===== src/rtl/byte_spi_pkg.sv =====
package byte_spi_pkg;
  localparam int unsigned REG_W   = 32;
  localparam int unsigned BYTE_W  = 8;
  localparam int unsigned ADDR_W  = 2;
  localparam int unsigned DIV_LSB = 4;
  localparam int unsigned DIV_MSB = 20;
  localparam int unsigned DIV_W   = DIV_MSB - DIV_LSB + 1;

  // control word bit positions (software visible)
  localparam int unsigned CTL_GO    = 31;
  localparam int unsigned CTL_IFM   = 30;
  localparam int unsigned CTL_ORD   = 22;
  localparam int unsigned CTL_SEL   = 21;
  localparam int unsigned CTL_CNT_L = 16;
  localparam int unsigned CTL_OP_L  = 8;

  typedef enum logic [ADDR_W-1:0] {
    RA_CTRL = 2'd0,
    RA_DATA = 2'd1,
    RA_DIV  = 2'd2,
    RA_NONE = 2'd3
  } reg_addr_e;

  typedef struct packed {
    logic       if_mode;
    logic       big_end;
    logic       sel_en;
    logic [1:0] cnt_m1;
    logic [2:0] op_code;
  } ctrl_t;

  typedef enum logic [1:0] {
    EN_IDLE = 2'd0,
    EN_LOW  = 2'd1,
    EN_HIGH = 2'd2
  } eng_state_e;
endpackage


===== src/rtl/spi_phase_calc.sv =====
module spi_phase_calc #(
  parameter int unsigned DIV_W = 17
) (
  input  logic [DIV_W-1:0] div_i,
  output logic [DIV_W-1:0] lo_o,
  output logic [DIV_W-1:0] hi_o
);
  localparam logic [DIV_W-1:0] MIN_DIV = DIV_W'(2);

  logic [DIV_W-1:0] eff;

  always_comb begin
    eff  = (div_i < MIN_DIV) ? MIN_DIV : div_i;
    lo_o = eff >> 1;
    hi_o = eff - lo_o;
  end
endmodule


===== src/rtl/spi_shift_engine.sv =====
module spi_shift_engine
  import byte_spi_pkg::*;
#(
  parameter int unsigned BW    = 8,
  parameter int unsigned DIV_W = 17
) (
  input  logic             clk_i,
  input  logic             rst_ni,
  input  logic             start_i,
  input  logic [BW-1:0]    tx_i,
  input  logic [DIV_W-1:0] lo_i,
  input  logic [DIV_W-1:0] hi_i,
  input  logic             miso_i,
  output logic             busy_o,
  output logic             done_o,
  output logic [BW-1:0]    rx_o,
  output logic             sclk_o,
  output logic             mosi_o
);
  localparam int unsigned BIT_W = (BW > 1) ? $clog2(BW) : 1;
  localparam logic [BIT_W-1:0] LAST_BIT = BIT_W'(BW - 1);

  eng_state_e       state_q;
  logic [DIV_W-1:0] cnt_q;
  logic [BIT_W-1:0] bit_q;
  logic [BW-1:0]    tx_q;
  logic [BW-1:0]    rx_q;
  logic             sclk_q;
  logic             cnt_zero;

  assign cnt_zero = (cnt_q == '0);

  always_ff @(posedge clk_i or negedge rst_ni) begin
    if (!rst_ni) begin
      state_q <= EN_IDLE;
      cnt_q   <= '0;
      bit_q   <= '0;
      tx_q    <= '0;
      rx_q    <= '0;
      sclk_q  <= 1'b0;
    end else begin
      unique case (state_q)
        EN_IDLE: begin
          if (start_i) begin
            state_q <= EN_LOW;
            cnt_q   <= lo_i - 1'b1;
            bit_q   <= '0;
            tx_q    <= tx_i;
          end
        end
        EN_LOW: begin
          if (cnt_zero) begin
            state_q <= EN_HIGH;
            sclk_q  <= 1'b1;
            cnt_q   <= hi_i - 1'b1;
            rx_q    <= {rx_q[BW-2:0], miso_i};
          end else begin
            cnt_q <= cnt_q - 1'b1;
          end
        end
        EN_HIGH: begin
          if (cnt_zero) begin
            sclk_q <= 1'b0;
            if (bit_q == LAST_BIT) begin
              state_q <= EN_IDLE;
            end else begin
              state_q <= EN_LOW;
              cnt_q   <= lo_i - 1'b1;
              bit_q   <= bit_q + 1'b1;
              tx_q    <= {tx_q[BW-2:0], 1'b0};
            end
          end else begin
            cnt_q <= cnt_q - 1'b1;
          end
        end
        default: state_q <= EN_IDLE;
      endcase
    end
  end

  assign busy_o = (state_q != EN_IDLE);
  assign done_o = (state_q == EN_HIGH) && cnt_zero && (bit_q == LAST_BIT);
  assign rx_o   = rx_q;
  assign sclk_o = sclk_q;
  assign mosi_o = tx_q[BW-1];
endmodule


===== src/rtl/spi_regs.sv =====
module spi_regs
  import byte_spi_pkg::*;
#(
  parameter int unsigned RW    = 32,
  parameter int unsigned BW    = 8,
  parameter int unsigned AW    = 2,
  parameter int unsigned DIV_W = 17
) (
  input  logic             clk_i,
  input  logic             rst_ni,
  input  logic             we_i,
  input  logic [AW-1:0]    addr_i,
  input  logic [RW-1:0]    wdata_i,
  output logic [RW-1:0]    rdata_o,
  input  logic             busy_i,
  input  logic             done_i,
  input  logic [BW-1:0]    rx_i,
  output logic             start_o,
  output logic             sel_en_o,
  output logic [BW-1:0]    tx_o,
  output logic [DIV_W-1:0] div_o
);
  ctrl_t         ctrl_q;
  logic [BW-1:0] data_q;
  logic [RW-1:0] div_q;
  logic          wr_ok;
  reg_addr_e     ra;

  assign ra    = reg_addr_e'(addr_i);
  assign wr_ok = we_i && !busy_i;

  always_ff @(posedge clk_i or negedge rst_ni) begin
    if (!rst_ni) begin
      ctrl_q <= '0;
      data_q <= '0;
      div_q  <= '0;
    end else begin
      if (wr_ok && ra == RA_CTRL) begin
        ctrl_q.if_mode <= wdata_i[CTL_IFM];
        ctrl_q.big_end <= wdata_i[CTL_ORD];
        ctrl_q.sel_en  <= wdata_i[CTL_SEL];
        ctrl_q.cnt_m1  <= wdata_i[CTL_CNT_L +: 2];
        ctrl_q.op_code <= wdata_i[CTL_OP_L +: 3];
      end
      if (wr_ok && ra == RA_DIV) div_q <= wdata_i;
      if (done_i) begin
        data_q <= rx_i;
      end else if (wr_ok && ra == RA_DATA) begin
        data_q <= wdata_i[BW-1:0];
      end
    end
  end

  assign start_o  = wr_ok && (ra == RA_CTRL) && wdata_i[CTL_GO];
  assign sel_en_o = ctrl_q.sel_en;
  assign tx_o     = data_q;
  assign div_o    = div_q[DIV_MSB:DIV_LSB];

  always_comb begin
    rdata_o = '0;
    unique case (ra)
      RA_CTRL: begin
        rdata_o[CTL_GO]           = busy_i;
        rdata_o[CTL_IFM]          = ctrl_q.if_mode;
        rdata_o[CTL_ORD]          = ctrl_q.big_end;
        rdata_o[CTL_SEL]          = ctrl_q.sel_en;
        rdata_o[CTL_CNT_L +: 2]   = ctrl_q.cnt_m1;
        rdata_o[CTL_OP_L +: 3]    = ctrl_q.op_code;
      end
      RA_DATA: rdata_o = {{(RW-BW){1'b0}}, data_q};
      RA_DIV:  rdata_o = div_q;
      default: rdata_o = '0;
    endcase
  end
endmodule


===== src/rtl/byte_spi_master.sv =====
module byte_spi_master
  import byte_spi_pkg::*;
#(
  parameter int unsigned RW = REG_W,
  parameter int unsigned BW = BYTE_W,
  parameter int unsigned AW = ADDR_W
) (
  input  logic          clk_i,
  input  logic          rst_ni,
  input  logic          reg_we_i,
  input  logic [AW-1:0] reg_addr_i,
  input  logic [RW-1:0] reg_wdata_i,
  output logic [RW-1:0] reg_rdata_o,
  output logic          sclk_o,
  output logic          mosi_o,
  input  logic          miso_i,
  output logic          cs_n_o
);
  localparam int unsigned DW = DIV_W;

  logic          busy;
  logic          done;
  logic          start_go;
  logic          sel_en;
  logic [BW-1:0] rx_byte;
  logic [BW-1:0] tx_byte;
  logic [DW-1:0] div_fld;
  logic [DW-1:0] lo_len;
  logic [DW-1:0] hi_len;

  spi_regs #(.RW(RW), .BW(BW), .AW(AW), .DIV_W(DW)) i_regs (
    .clk_i    (clk_i),
    .rst_ni   (rst_ni),
    .we_i     (reg_we_i),
    .addr_i   (reg_addr_i),
    .wdata_i  (reg_wdata_i),
    .rdata_o  (reg_rdata_o),
    .busy_i   (busy),
    .done_i   (done),
    .rx_i     (rx_byte),
    .start_o  (start_go),
    .sel_en_o (sel_en),
    .tx_o     (tx_byte),
    .div_o    (div_fld)
  );

  spi_phase_calc #(.DIV_W(DW)) i_phase (
    .div_i (div_fld),
    .lo_o  (lo_len),
    .hi_o  (hi_len)
  );

  spi_shift_engine #(.BW(BW), .DIV_W(DW)) i_engine (
    .clk_i   (clk_i),
    .rst_ni  (rst_ni),
    .start_i (start_go),
    .tx_i    (tx_byte),
    .lo_i    (lo_len),
    .hi_i    (hi_len),
    .miso_i  (miso_i),
    .busy_o  (busy),
    .done_o  (done),
    .rx_o    (rx_byte),
    .sclk_o  (sclk_o),
    .mosi_o  (mosi_o)
  );

  assign cs_n_o = !sel_en;
endmodule


===== config.mk =====
export PLATFORM = sky130hd
export DESIGN_NAME = byte_spi_master
export DESIGN_NICKNAME = d
export VERILOG_FILES = /design/src/rtl/byte_spi_pkg.sv /design/src/rtl/spi_phase_calc.sv /design/src/rtl/spi_shift_engine.sv /design/src/rtl/spi_regs.sv /design/src/rtl/byte_spi_master.sv
export SDC_FILE = /design/constraint.sdc
export NUM_CORES = 1
export LEC_CHECK = 0
export BUFFER_PORTS_ARGS = -buffer_cell sky130_fd_sc_hd__buf_2
export CORE_MARGIN = 2
export CORE_UTILIZATION = 55
export CTS_BUF_LIST = sky130_fd_sc_hd__clkbuf_8
export CTS_CLUSTER_SIZE = 24
export DETAILED_ROUTE_END_ITERATION = 16
export PLACE_DENSITY = 0.87
export SLEW_MARGIN = 10
export SYNTH_ARGS = -nofsm -noshare
export SYNTH_HDL_FRONTEND = slang
export SYNTH_SLANG_ARGS = --single-unit

===== constraint.sdc =====
create_clock -name clk_i -period 7.8 [get_ports clk_i]
set_input_delay 0.78 -clock clk_i [delete_from_list [all_inputs] [get_ports clk_i]]
set_output_delay 0.78 -clock clk_i [all_outputs]
set_load 0.005 [all_outputs]

==> metrics.yaml <==
status:
  run_status: "complete, no violations"
floorplan:
  initial_core_util: 0.569
  io_pins: 73
  die_y_um: 110
  num_rows: 38
  core-area_um2: 10900
  die_area_um2: 12200
  die_x_um: 110
layout:
  final_layout_size_suffix_gt1_frac: 0.213
  nets: 808
  fill_cells: 839
  syn2layout_area_growth_pct: 9.71
  finalCoreUtilization: 0.624
  diodes: 0
setup_path:
  arrival_ps: 4410
  worst_ep_required_time_ps: 8080
  crit_fanout: 4
  worstSetupEndpointType: "flip-flop"
  startpoint_type: "flip-flop"
  worstSetupPathType: "reg -> reg"
  r2r_slack_ps: 3670
synthesis:
  synth_top_family_by_area: "simple AND/OR/NAND/NOR gates"
  synth_common_cells: "87 x dfrtp_1, 74 x nand2_1, 49 x ha_1"
  synth_top_area_frac: 0.350
  synth_area_um2: 6220
  synthAdderAreaFrac: 0.0985
  synth_cell_types: 68
  synth-edff-count: 0
  yosys_warnings: 0
  ys_seq_area_frac: 0.350
  syn_inst: 672
  syn_nets: 759
  synth_top_area_cell: "dfrtp_1"
  synthMuxAreaShare: 0.0999
  synth.most_common_cell: "dfrtp_1"
  synth_xor_area_frac: 0.0436
  synth_compound_area_frac: 0.169
  synth.area.top_cells: "dfrtp_1 35%, ha_1 9.9%, mux2_2 7.2%, nand2_1 4.5%, xnor2_1 4.1%"
  post_synth.cell_area_avg_um2: 9.26
  ys.flop_type: "dfrtp_1"
  synth-async-reset-ratio: 1.00
  yosys_register_bits: 87
  synth-simple-area-share: 0.180
detailed_routing:
  vias: 5319
  first_iter_violations: 484
  ant_nets: 0
  routed_wl_um: 16500
  first_pass_iters: 6
  vias_per_cell: 6.14
  wire_per_inst_um: 19.1
  drc: 0
clock_network:
  cts-buffers-inserted: 9
  cts_tree: "done"
  cts_setup_buffers: 0
  cts.clk_slew.worst_paths_ps: 110
  insertion_delay_ps: 390
  clock-sinks: 87
  cts_root_buf: "clkbuf_8"
  ctsHoldBuffers: 0
  ctsResizeCount: 0
  cts_max_level: 3
  cts_buffer_depth: 2
grt:
  grt_pass1_wl_um: 25500
  grt_pass1_vias: 5190
  antenna_found_initial: 0
  use_met2: 0.465
  track_usage: 0.274
  grt_use_met1: 0.355
  overflow: 0
  met3_usage: 0.0394
  gr-max-usage-layer: "met2"
  grt_max_degree: 88
timing:
  rsz0062_at_grt: "false"
  skew_ps: 14.6
  finalSetupViolCount: 0
  worstMarginPinSlew_ps: 1150
  slew_viol_final: 0
  fin_setup_tns_ps: 0
  slew_headroom: 0.233
  hold_viol_final: 0
  layout_setup_ws_ps: 3670
  max_freq_ghz: 0.242
  layout_min_cycle_time_ps: 4130
  fin_crit_sh: 0.530
placement:
  gp_congestion: 0.964
  dp.final_hpwl_um: 11800
  portBuffers: 72
  preCtsSetupSlack_ps: 3830
power:
  powerDensity_nw_per_um2: 430
  max-vdd-ir-drop_uv: 237
  p_leak_nw: 3.21
worst_hold_path:
  hp-class: "in -> async"
flow_run:
  maxCapViolations: 0
==> logic make-up after synthesis <==
kind of cell,count (synthesis)
flip-flops,87
buffers and inverters,87
multiplexers,57
XOR/XNOR,31
AO/OA/AOI/OAI,153
adder cells (fa/ha/maj),49
AND/OR/NAND/NOR,208
==> critical path: stages, from the launching register on <==
cell and delay, ps:
dfrtp_1 420, inv_1 100, ha_1 210, nor4b_4 310, nand4_1 230, and2_1 230, ha_1 220, ha_1 210
nand2b_1 140, a211oi_1 460, a211oi_4 110, a211oi_2 350, o41ai_2 120, mux2_1 340, a221oi_2 250, a21oi_2 50
a221o_1 260
==> report_power, final <==
part           internal [W]  leakage, nW  total [W]  switching, W
Combinational      0.000737         2.05    0.00175       0.00101
Clock              0.000126       0.0942   0.000324      0.000199
Sequential         0.000641         1.07   0.000860      0.000219
==> layer usage <==
metal  wire (um)  part of all wire
met1        6830              0.41
met2        8020              0.48
met3        1280             0.077
met4         431             0.026
met5           0                 0
==> through the flow <==
stage	std cells	area [um2]	total power (W)	hold slack (ps)
2_1_floorplan	672	6220	0.00212	446
3_3_place_gp	849	6600	0.00243	458
3_5_place_dp	849	6600	0.00252	476
4_1_cts	865	6800	0.00286	500
5_1_grt	866	6830	0.00311	303
6_report	866	6830	0.00293	279
==> placed cells by master, fill, tap and decap left out, drive strengths merged, types with 5 or more instances in the layout <==
| cell | instances |
|---|---|
| o22ai | 8 |
| dfrtp | 87 |
| a21oi | 38 |
| xnor2 | 29 |
| mux2i | 16 |
| nor2b | 9 |
| nor3 | 13 |
| inv | 51 |
| and2 | 16 |
| nand3 | 12 |
| o31ai | 6 |
| nand2 | 74 |
| a31oi | 5 |
| a22oi | 11 |
| a22o | 13 |
| or3 | 6 |
| clkbuf | 9 |
| nor4 | 7 |
| nor2 | 40 |
| buf | 77 |
| mux2 | 41 |
| ha | 49 |
| nand2b | 10 |
| o21ai | 41 |
==> final cells by class <==
| cell class | count | area (um2) | area share |
|---|---|---|---|
| Clock inverter | 7 | 73.8 | 0.0108 |
| Clock buffer | 9 | 124 | 0.0181 |
| Sequential cell | 87 | 2180 | 0.319 |
| Timing Repair Buffer | 77 | 420 | 0.0616 |
| Tap cell | 140 | 175 | 0.0257 |
| Inverter | 48 | 180 | 0.0264 |
| Multi-Input combinational cell | 498 | 3680 | 0.538 |
==> sequential cells by signal, indices dropped and copies added, names as in the netlist <==
name,cells
i_regs.sel_en_o,1
i_engine.bit_q,3
i_engine.cnt_q,17
i_regs.ctrl_q,7
i_engine.tx_q,8
i_engine.state_q,2
i_engine.sclk_o,1
i_engine.rx_o,8
i_regs.div_q,32
i_regs.tx_o,8
==> path summary, 6_finish.rpt <==
kind	cells after the start	to	startpoint
max in group asynchronous	2	i_engine.state_q[0]	rst_ni
min	1	i_regs.div_q[20]	rst_ni
max reg2reg	16	i_engine.cnt_q[14]	i_regs.div_q[20]
max	16	i_engine.cnt_q[14]	i_regs.div_q[20]
min reg2reg	2	i_engine.tx_q[7]	i_engine.tx_q[7]
min in group clk_i	2	i_engine.tx_q[7]	i_engine.tx_q[7]
Note: power is estimated with default switching activity, not from simulation.
